===== src/rtl/sqp_pkg.sv =====
package sqp_pkg;
  typedef enum logic [0:0] {
    WR_IDLE = 1'b0,
    WR_WAIT = 1'b1
  } wr_state_e;

  localparam int unsigned ID_LSB = 16;
  localparam int unsigned ID_BITS = 16;
endpackage


===== src/rtl/sqp_slot_pool.sv =====
module sqp_slot_pool #(
  parameter int unsigned DEPTH = 128,
  parameter int unsigned IDX_W = $clog2(DEPTH),
  parameter int unsigned ID_W  = $clog2(DEPTH + 1)
) (
  input  logic             clk,
  input  logic             rst,
  input  logic             alloc_en,
  output logic [IDX_W-1:0] alloc_idx,
  output logic             any_free,
  input  logic             rel_valid,
  input  logic [ID_W-1:0]  rel_id,
  input  logic             rel_gate,
  output logic             rel_ok
);
  logic [DEPTH-1:0] busy;
  logic [IDX_W-1:0] rel_idx;
  logic             id_in_range;

  // lowest idle slot wins: scan from the top so the last hit is the lowest
  always_comb begin
    alloc_idx = '0;
    any_free  = 1'b0;
    for (int i = DEPTH - 1; i >= 0; i--) begin
      if (!busy[i]) begin
        alloc_idx = IDX_W'(i);
        any_free  = 1'b1;
      end
    end
  end

  assign rel_idx     = IDX_W'(rel_id - ID_W'(1));
  assign id_in_range = (rel_id != '0) && (rel_id <= ID_W'(DEPTH));
  assign rel_ok      = rel_valid && id_in_range && busy[rel_idx] && rel_gate;

  always_ff @(posedge clk) begin
    if (rst) begin
      busy <= '0;
    end else begin
      if (alloc_en) busy[alloc_idx] <= 1'b1;
      if (rel_ok)   busy[rel_idx]   <= 1'b0;
    end
  end


  release_clears_chk: assert property (@(posedge clk) disable iff (rst)
    rel_ok |=> (busy[$past(rel_idx)] == 1'b0));


  alloc_idle_chk: assert property (@(posedge clk) disable iff (rst)
    alloc_en |-> (any_free && !busy[alloc_idx]));
endmodule


===== src/rtl/sqp_entry_writer.sv =====
module sqp_entry_writer
  import sqp_pkg::*;
#(
  parameter int unsigned DEPTH   = 128,
  parameter int unsigned ENTRY_W = 512,
  parameter int unsigned IDX_W   = $clog2(DEPTH)
) (
  input  logic               clk,
  input  logic               rst,
  input  logic               start,
  input  logic [ENTRY_W-1:0] start_data,
  input  logic [IDX_W-1:0]   start_slot,
  output logic               mem_wr_en,
  output logic [IDX_W-1:0]   mem_wr_addr,
  output logic [ENTRY_W-1:0] mem_wr_data,
  input  logic               mem_wr_ack,
  output logic               busy,
  output logic               done,
  output logic [IDX_W-1:0]   tail
);
  wr_state_e          state;
  logic [ENTRY_W-1:0] entry_word;
  logic [IDX_W-1:0]   tail_next;

  always_comb begin
    entry_word = start_data;
    entry_word[ID_LSB +: ID_BITS] = ID_BITS'(start_slot) + ID_BITS'(1);
  end

  assign tail_next = (tail == IDX_W'(DEPTH - 1)) ? '0 : tail + IDX_W'(1);
  assign busy      = (state == WR_WAIT);
  assign done      = busy && mem_wr_ack;

  always_ff @(posedge clk) begin
    if (rst) begin
      state       <= WR_IDLE;
      mem_wr_en   <= 1'b0;
      mem_wr_addr <= '0;
      mem_wr_data <= '0;
      tail        <= '0;
    end else begin
      case (state)
        WR_IDLE: begin
          if (start) begin
            state       <= WR_WAIT;
            mem_wr_en   <= 1'b1;
            mem_wr_addr <= tail;
            mem_wr_data <= entry_word;
          end
        end
        WR_WAIT: begin
          if (mem_wr_ack) begin
            state     <= WR_IDLE;
            mem_wr_en <= 1'b0;
            tail      <= tail_next;
          end
        end
        default: state <= WR_IDLE;
      endcase
    end
  end


  id_range_chk: assert property (@(posedge clk) disable iff (rst)
    mem_wr_en |-> ((mem_wr_data[ID_LSB +: ID_BITS] != '0) &&
                   (mem_wr_data[ID_LSB +: ID_BITS] <= ID_BITS'(DEPTH))));


  write_hold_chk: assert property (@(posedge clk) disable iff (rst)
    (mem_wr_en && !mem_wr_ack) |=> (mem_wr_en && $stable(mem_wr_data) && $stable(mem_wr_addr)));


  tail_step_chk: assert property (@(posedge clk) disable iff (rst)
    (mem_wr_en && mem_wr_ack) |=> (tail != $past(tail)));
endmodule


===== src/rtl/sqp_doorbell.sv =====
module sqp_doorbell #(
  parameter int unsigned DEPTH   = 128,
  parameter int unsigned IDX_W   = $clog2(DEPTH),
  parameter int unsigned CNT_W   = $clog2(DEPTH + 1),
  parameter int unsigned DB_AW   = 16,
  parameter int unsigned DB_WORD = 2
) (
  input  logic             clk,
  input  logic             rst,
  input  logic             plug,
  input  logic             entry_done,
  input  logic             writer_busy,
  input  logic [IDX_W-1:0] tail,
  input  logic             rel_ok,
  output logic             fire_due,
  output logic [CNT_W-1:0] pending,
  output logic [CNT_W-1:0] inflight,
  output logic             db_wr_en,
  output logic [DB_AW-1:0] db_wr_addr,
  output logic [31:0]      db_wr_data
);
  logic [CNT_W-1:0] pending_n;
  logic [CNT_W-1:0] inflight_n;

  // a doorbell goes out only with no entry write in progress
  assign fire_due = !plug && (pending != '0) && !writer_busy;

  always_comb begin
    pending_n  = fire_due ? '0 : pending;
    if (entry_done) pending_n = pending_n + CNT_W'(1);
    inflight_n = inflight;
    if (fire_due) inflight_n = inflight_n + pending;
    if (rel_ok)   inflight_n = inflight_n - CNT_W'(1);
  end

  always_ff @(posedge clk) begin
    if (rst) begin
      pending    <= '0;
      inflight   <= '0;
      db_wr_en   <= 1'b0;
      db_wr_addr <= '0;
      db_wr_data <= '0;
    end else begin
      pending  <= pending_n;
      inflight <= inflight_n;
      db_wr_en <= fire_due;
      if (fire_due) begin
        db_wr_addr <= DB_AW'(DB_WORD);
        db_wr_data <= 32'(tail);
      end
    end
  end


  plug_hold_chk: assert property (@(posedge clk) disable iff (rst)
    plug |=> !db_wr_en);


  pending_drain_chk: assert property (@(posedge clk) disable iff (rst)
    db_wr_en |-> (pending == '0));


  tail_range_chk: assert property (@(posedge clk) disable iff (rst)
    db_wr_en |-> (db_wr_data[15:8] == 8'h00));
endmodule


===== src/rtl/sq_producer.sv =====
module sq_producer #(
  parameter int unsigned DEPTH    = 128,
  parameter int unsigned ENTRY_W  = 512,
  parameter int unsigned QP_INDEX = 1,
  parameter int unsigned STRIDE   = 0,
  parameter int unsigned DB_AW    = 16,
  localparam int unsigned IDX_W   = $clog2(DEPTH),
  localparam int unsigned ID_W    = $clog2(DEPTH + 1)
) (
  input  logic               clk,
  input  logic               rst,
  input  logic               cmd_valid,
  output logic               cmd_ready,
  input  logic [ENTRY_W-1:0] cmd_data,
  input  logic               plug,
  input  logic               rel_valid,
  input  logic [ID_W-1:0]    rel_id,
  output logic               mem_wr_en,
  output logic [IDX_W-1:0]   mem_wr_addr,
  output logic [ENTRY_W-1:0] mem_wr_data,
  input  logic               mem_wr_ack,
  output logic               db_wr_en,
  output logic [DB_AW-1:0]   db_wr_addr,
  output logic [31:0]        db_wr_data
);
  localparam int unsigned CNT_W   = $clog2(DEPTH + 1);
  localparam int unsigned SCALE   = 1 << STRIDE;
  localparam int unsigned DB_WORD = QP_INDEX * 2 * SCALE;

  logic             accept;
  logic [IDX_W-1:0] alloc_idx;
  logic             any_free;
  logic             rel_ok;
  logic             writer_busy;
  logic             entry_done;
  logic [IDX_W-1:0] tail;
  logic             fire_due;
  logic [CNT_W-1:0] pending;
  logic [CNT_W-1:0] inflight;
  logic [CNT_W:0]   occupancy;

  assign occupancy = {1'b0, inflight} + {1'b0, pending};
  assign cmd_ready = !writer_busy && !fire_due && any_free &&
                     (occupancy <= (CNT_W + 1)'(DEPTH - 2));
  assign accept    = cmd_valid && cmd_ready;

  sqp_slot_pool #(
    .DEPTH(DEPTH), .IDX_W(IDX_W), .ID_W(ID_W)
  ) u_pool (
    .clk       (clk),
    .rst       (rst),
    .alloc_en  (accept),
    .alloc_idx (alloc_idx),
    .any_free  (any_free),
    .rel_valid (rel_valid),
    .rel_id    (rel_id),
    .rel_gate  (inflight != '0),
    .rel_ok    (rel_ok)
  );

  sqp_entry_writer #(
    .DEPTH(DEPTH), .ENTRY_W(ENTRY_W), .IDX_W(IDX_W)
  ) u_writer (
    .clk         (clk),
    .rst         (rst),
    .start       (accept),
    .start_data  (cmd_data),
    .start_slot  (alloc_idx),
    .mem_wr_en   (mem_wr_en),
    .mem_wr_addr (mem_wr_addr),
    .mem_wr_data (mem_wr_data),
    .mem_wr_ack  (mem_wr_ack),
    .busy        (writer_busy),
    .done        (entry_done),
    .tail        (tail)
  );

  sqp_doorbell #(
    .DEPTH(DEPTH), .IDX_W(IDX_W), .CNT_W(CNT_W), .DB_AW(DB_AW), .DB_WORD(DB_WORD)
  ) u_db (
    .clk         (clk),
    .rst         (rst),
    .plug        (plug),
    .entry_done  (entry_done),
    .writer_busy (writer_busy),
    .tail        (tail),
    .rel_ok      (rel_ok),
    .fire_due    (fire_due),
    .pending     (pending),
    .inflight    (inflight),
    .db_wr_en    (db_wr_en),
    .db_wr_addr  (db_wr_addr),
    .db_wr_data  (db_wr_data)
  );


  ring_room_chk: assert property (@(posedge clk) disable iff (rst)
    occupancy <= (CNT_W + 1)'(DEPTH - 1));


  single_write_chk: assert property (@(posedge clk) disable iff (rst)
    mem_wr_en |-> !cmd_ready);


  order_chk: assert property (@(posedge clk) disable iff (rst)
    db_wr_en |-> !mem_wr_en);


  bad_release_chk: assert property (@(posedge clk) disable iff (rst)
    (rel_valid && (rel_id == '0)) |-> !rel_ok);
endmodule


===== config.mk =====
export PLATFORM = sky130hd
export DESIGN_NAME = sq_producer
export DESIGN_NICKNAME = d
export VERILOG_FILES = /design/src/rtl/sqp_pkg.sv /design/src/rtl/sqp_slot_pool.sv /design/src/rtl/sqp_entry_writer.sv /design/src/rtl/sqp_doorbell.sv /design/src/rtl/sq_producer.sv
export SDC_FILE = /design/constraint.sdc
export NUM_CORES = 2
export LEC_CHECK = 0
export BUFFER_PORTS_ARGS = -buffer_cell sky130_fd_sc_hd__buf_2
export CORE_AREA = 4 4 430 432
export DETAILED_ROUTE_END_ITERATION = 7
export DIE_AREA = 0 0 434 436
export GPL_TIMING_DRIVEN = 1
export PLACE_DENSITY = 0.41
export SLEW_MARGIN = 20
export SYNTH_ARGS = -nofsm -noshare
export SYNTH_HDL_FRONTEND = slang
export SYNTH_SLANG_ARGS = --single-unit

===== constraint.sdc =====
create_clock -name clk -period 5.1 [get_ports clk]
set_input_delay 1.02 -clock clk [delete_from_list [all_inputs] [get_ports clk]]
set_output_delay 1.02 -clock clk [all_outputs]
set_load 0.02 [all_outputs]

==> impl_metrics.yaml <==
synthesis:
  synth_warnings: 0
  ys_seq_area_share_pct: 48.1
  synth.avg_cell_area_sq_um: 7.74
  yosysTopAreaCellShare_pct: 48.1
  synth_most_common_cell: "nand2_1"
  synth_cell_types: 88
  synthFlopType: "dfxtp_1"
  ys_top_cells_by_count: "nand2_1, dfxtp_1, a21oi_1, clkbuf_1, nor2_1"
  synth_enable_flop_cells: 0
  async_flop_share_pct: 0
  ys_ff_latch: 673
  synthTopCellsByArea: "dfxtp_1, nand2_1, a21oi_1"
  synth_cells: 3618
  syn_area_sq_um: 28000
  yosys.area.top_type: "dfxtp_1"
sta:
  setup_viol: 0
  hold_viol_final: 0
  relSlewSlack_pct: 24.9
  clock.fmax_mhz: 217
  rsz0062_at_grt: "false"
  timing.final.crit_share_pct: 90.3
  layout_setup_ws_ns: 0.496
  worst_pin_slew_ns: 1.12
  drv_slew: 0
  period_minus_slack_ns: 4.60
  setup-tns-final_ns: 0
  clock_skew_ns: 0.0283
global_route:
  grt_max_degree: 136
  first_global_vias: 28800
  antenna_found_initial: 82
  gr-usage-all-layers_pct: 17.6
  grt_first_pass_wirelength_um: 237000
  grt-ovfl-total: 0
clock_network:
  htreeDepth: 3
  clock_sinks: 673
  cts-root-buf: "clkbuf_16"
  cts.reportedPaths.clkPinSlew_ns: 0.06
  clock_path_buffers: 3
  cts_hold_buffers: 0
  post_cts_buffers: 0
  worst_skew_pair.late_latency_ns: 0.72
  cts_tree: "built"
  cts_resized: 0
  cts_made_buffers: 89
critical_path:
  timing_worst_setup_path_type: "flop to primary output"
  reg2reg_setup_slack_ns: 0.87
  timing.critical_path.mode_cell: "buf_4"
  critPathMaxFanout: 6
  cp-end-kind: "primary output"
  r2r_cells: 13
  timing.rr.end: "u_pool.busy[58]"
  required_ns: 4.08
  slowest_stage: "a2111oi_1"
  cp_slowest_stage_delay_ns: 0.53
  crit_chain: "ha_1 -> fa_1 -> a211oi_2 -> o21bai_1 -> a2111oi_1 -> buf_4 -> o31ai_1 -> nor3_1 -> buf_4 -> buf_2"
  crit_arrival_ns: 3.58
  reg2reg_from: "u_db.pending[0]"
  cp_num_buf_inv: 3
  cpLargestDelayFamily: "compound AO/OA/AOI/OAI gates"
  startpoint_type: "flop"
die:
  dieArea_sq_um: 189000
  core_area_sq_um: 181000
  num_rows: 156
  dieHeight_um: 436
  die_width_um: 434
  ioPinCount: 1096
  start_util_pct: 15.5
routing:
  drt-initial-drc-count: 2240
  vias_per_cell: 4.33
  totalWireLength_um: 176000
  via_count: 30700
  drt-wirelength-per-cell_um: 24.9
  dr.pass1.iters: 7
  antenna_left: 0
  drcViolationCount: 0
status:
  status: "completed"
finish:
  drive_above_1_share_pct: 29.0
  final_util_pct: 21.8
  syn_to_final_growth_pct: 40.7
  fin_area_sq_um: 39400
  nets: 5152
  final-instance-count-excl-fill: 7076
worst_hold_path:
  min_path_cells: 2
  hp-class: "flop to flop"
  min_from: "u_writer.mem_wr_data[342]"
  hold_path_end: "u_writer.mem_wr_data[342]"
placed_design:
  place_area_sq_um: 36200
  place_ws_ns: 0.0846
  port_buffers: 1031
  place_inst: 6891
  place_hpwl_um: 140000
  place_congestion: 0.948
power:
  leakage_uw: 0.0161
  ir_drop_mv: 0.215
  p_per_area_nw_per_um2: 384
run:
  max_cap_violations: 0
[worst max path at each step]
stage	start	endpoint	slack (ns)	cells past startpoint
floorplan	rel_id[0]	u_db.inflight[5]	0.36	17
global placement	rel_id[0]	u_pool.busy[66]	0.10	14
detailed placement	rel_id[0]	u_pool.busy[66]	0.08	14
CTS	u_db.pending[0]	cmd_ready	0.03	10
global route	u_db.pending[0]	cmd_ready	0.20	10
finish	u_db.pending[0]	cmd_ready	0.50	10
[report_power, final]
part / internal [uW] / switching [uW] / leakage (uW)
registers: 5580 / 189 / 0.00550
logic: 718 / 1770 / 0.00904
clock network: 4200 / 2650 / 0.00153
[worst register-to-register path, cell delays in order (launching register included)]
cell	delay, ns
dfxtp_1	0.37
ha_1	0.26
fa_1	0.44
a211oi_2	0.33
o21bai_1	0.13
a2111oi_1	0.53
buf_4	0.21
o31ai_1	0.09
nor4b_2	0.33
buf_12	0.23
nand3_1	0.24
nor2_1	0.58
a21oi_1	0.15
a211oi_1	0.24
[layer usage]
metal	up-vias	track usage, %	share of wire, %
li1	14300	-	-
met4	4	5.93	3.3
met5	-	0	0.012
met2	1372	28.3	46
met3	264	6.74	11
met1	14700	21.6	40
[layout by cell type (no fill, tap or decap), types with 11 or more instances in the layout]
| master | count |
|---|---|
| diode_2 | 25 |
| buf_12 | 21 |
| clkbuf_1 | 16 |
| nand2_1 | 1137 |
| dfxtp_1 | 673 |
| a31oi_1 | 28 |
| nor2b_1 | 12 |
| mux2_2 | 12 |
| bufinv_16 | 15 |
| nor3_1 | 84 |
| a211oi_1 | 93 |
| clkbuf_16 | 90 |
| and2_1 | 11 |
| mux4_2 | 12 |
| clkbuf_8 | 14 |
| ha_1 | 13 |
| nand4_1 | 60 |
| inv_1 | 35 |
| conb_1 | 48 |
| nor4_1 | 19 |
| clkinv_2 | 13 |
| nand3_1 | 32 |
| mux2i_1 | 14 |
| o21ai_0 | 66 |
| nor2_1 | 142 |
| nand2b_1 | 16 |
| buf_2 | 1030 |
| a21oi_1 | 671 |
| buf_4 | 96 |
[per-stage QoR]
stage	hold WS (ns)	power, uW
6_report	0.448	15100
5_1_grt	0.466	15700
4_1_cts	0.442	15400
3_5_place_dp	0.444	8400
3_3_place_gp	0.439	8390
2_1_floorplan	0.463	7150
[kinds of logic after synthesis]
family          Yosys count  share of synthesized area, %
flops                   673                          48.1
xor+xnor                 20                         0.720
other cells               1                        0.0134
mux                      38                          1.95
simple gates           1561                          23.1
compound gates          983                          20.2
buf+inv                 328                          5.23
fa+ha+maj                14                         0.653
[flip-flops by register name, summed over array words and instances (netlist names)]
signal and cells:
u_db.db_wr_addr 1, u_db.db_wr_data 7, u_db.db_wr_en 1, u_db.inflight 8
u_db.pending 8, u_pool.busy 128, u_writer.busy 1, u_writer.mem_wr_addr 7
u_writer.mem_wr_data 504, u_writer.mem_wr_en 1, u_writer.tail 7
[area by class of cell]
| cell class | instances | area [sq um] |
|---|---|---|
| diodes | 25 | 62.6 |
| flip-flops and latches | 673 | 13500 |
| inverters | 36 | 135 |
| clock buffers | 120 | 2500 |
| multi-input cells | 2664 | 13300 |
| fillers | 20400 | 141000 |
| repair buffers | 1148 | 6310 |
| clock inverters | 40 | 633 |
| well taps | 2370 | 2970 |
Power figures use the tool's default switching activity.
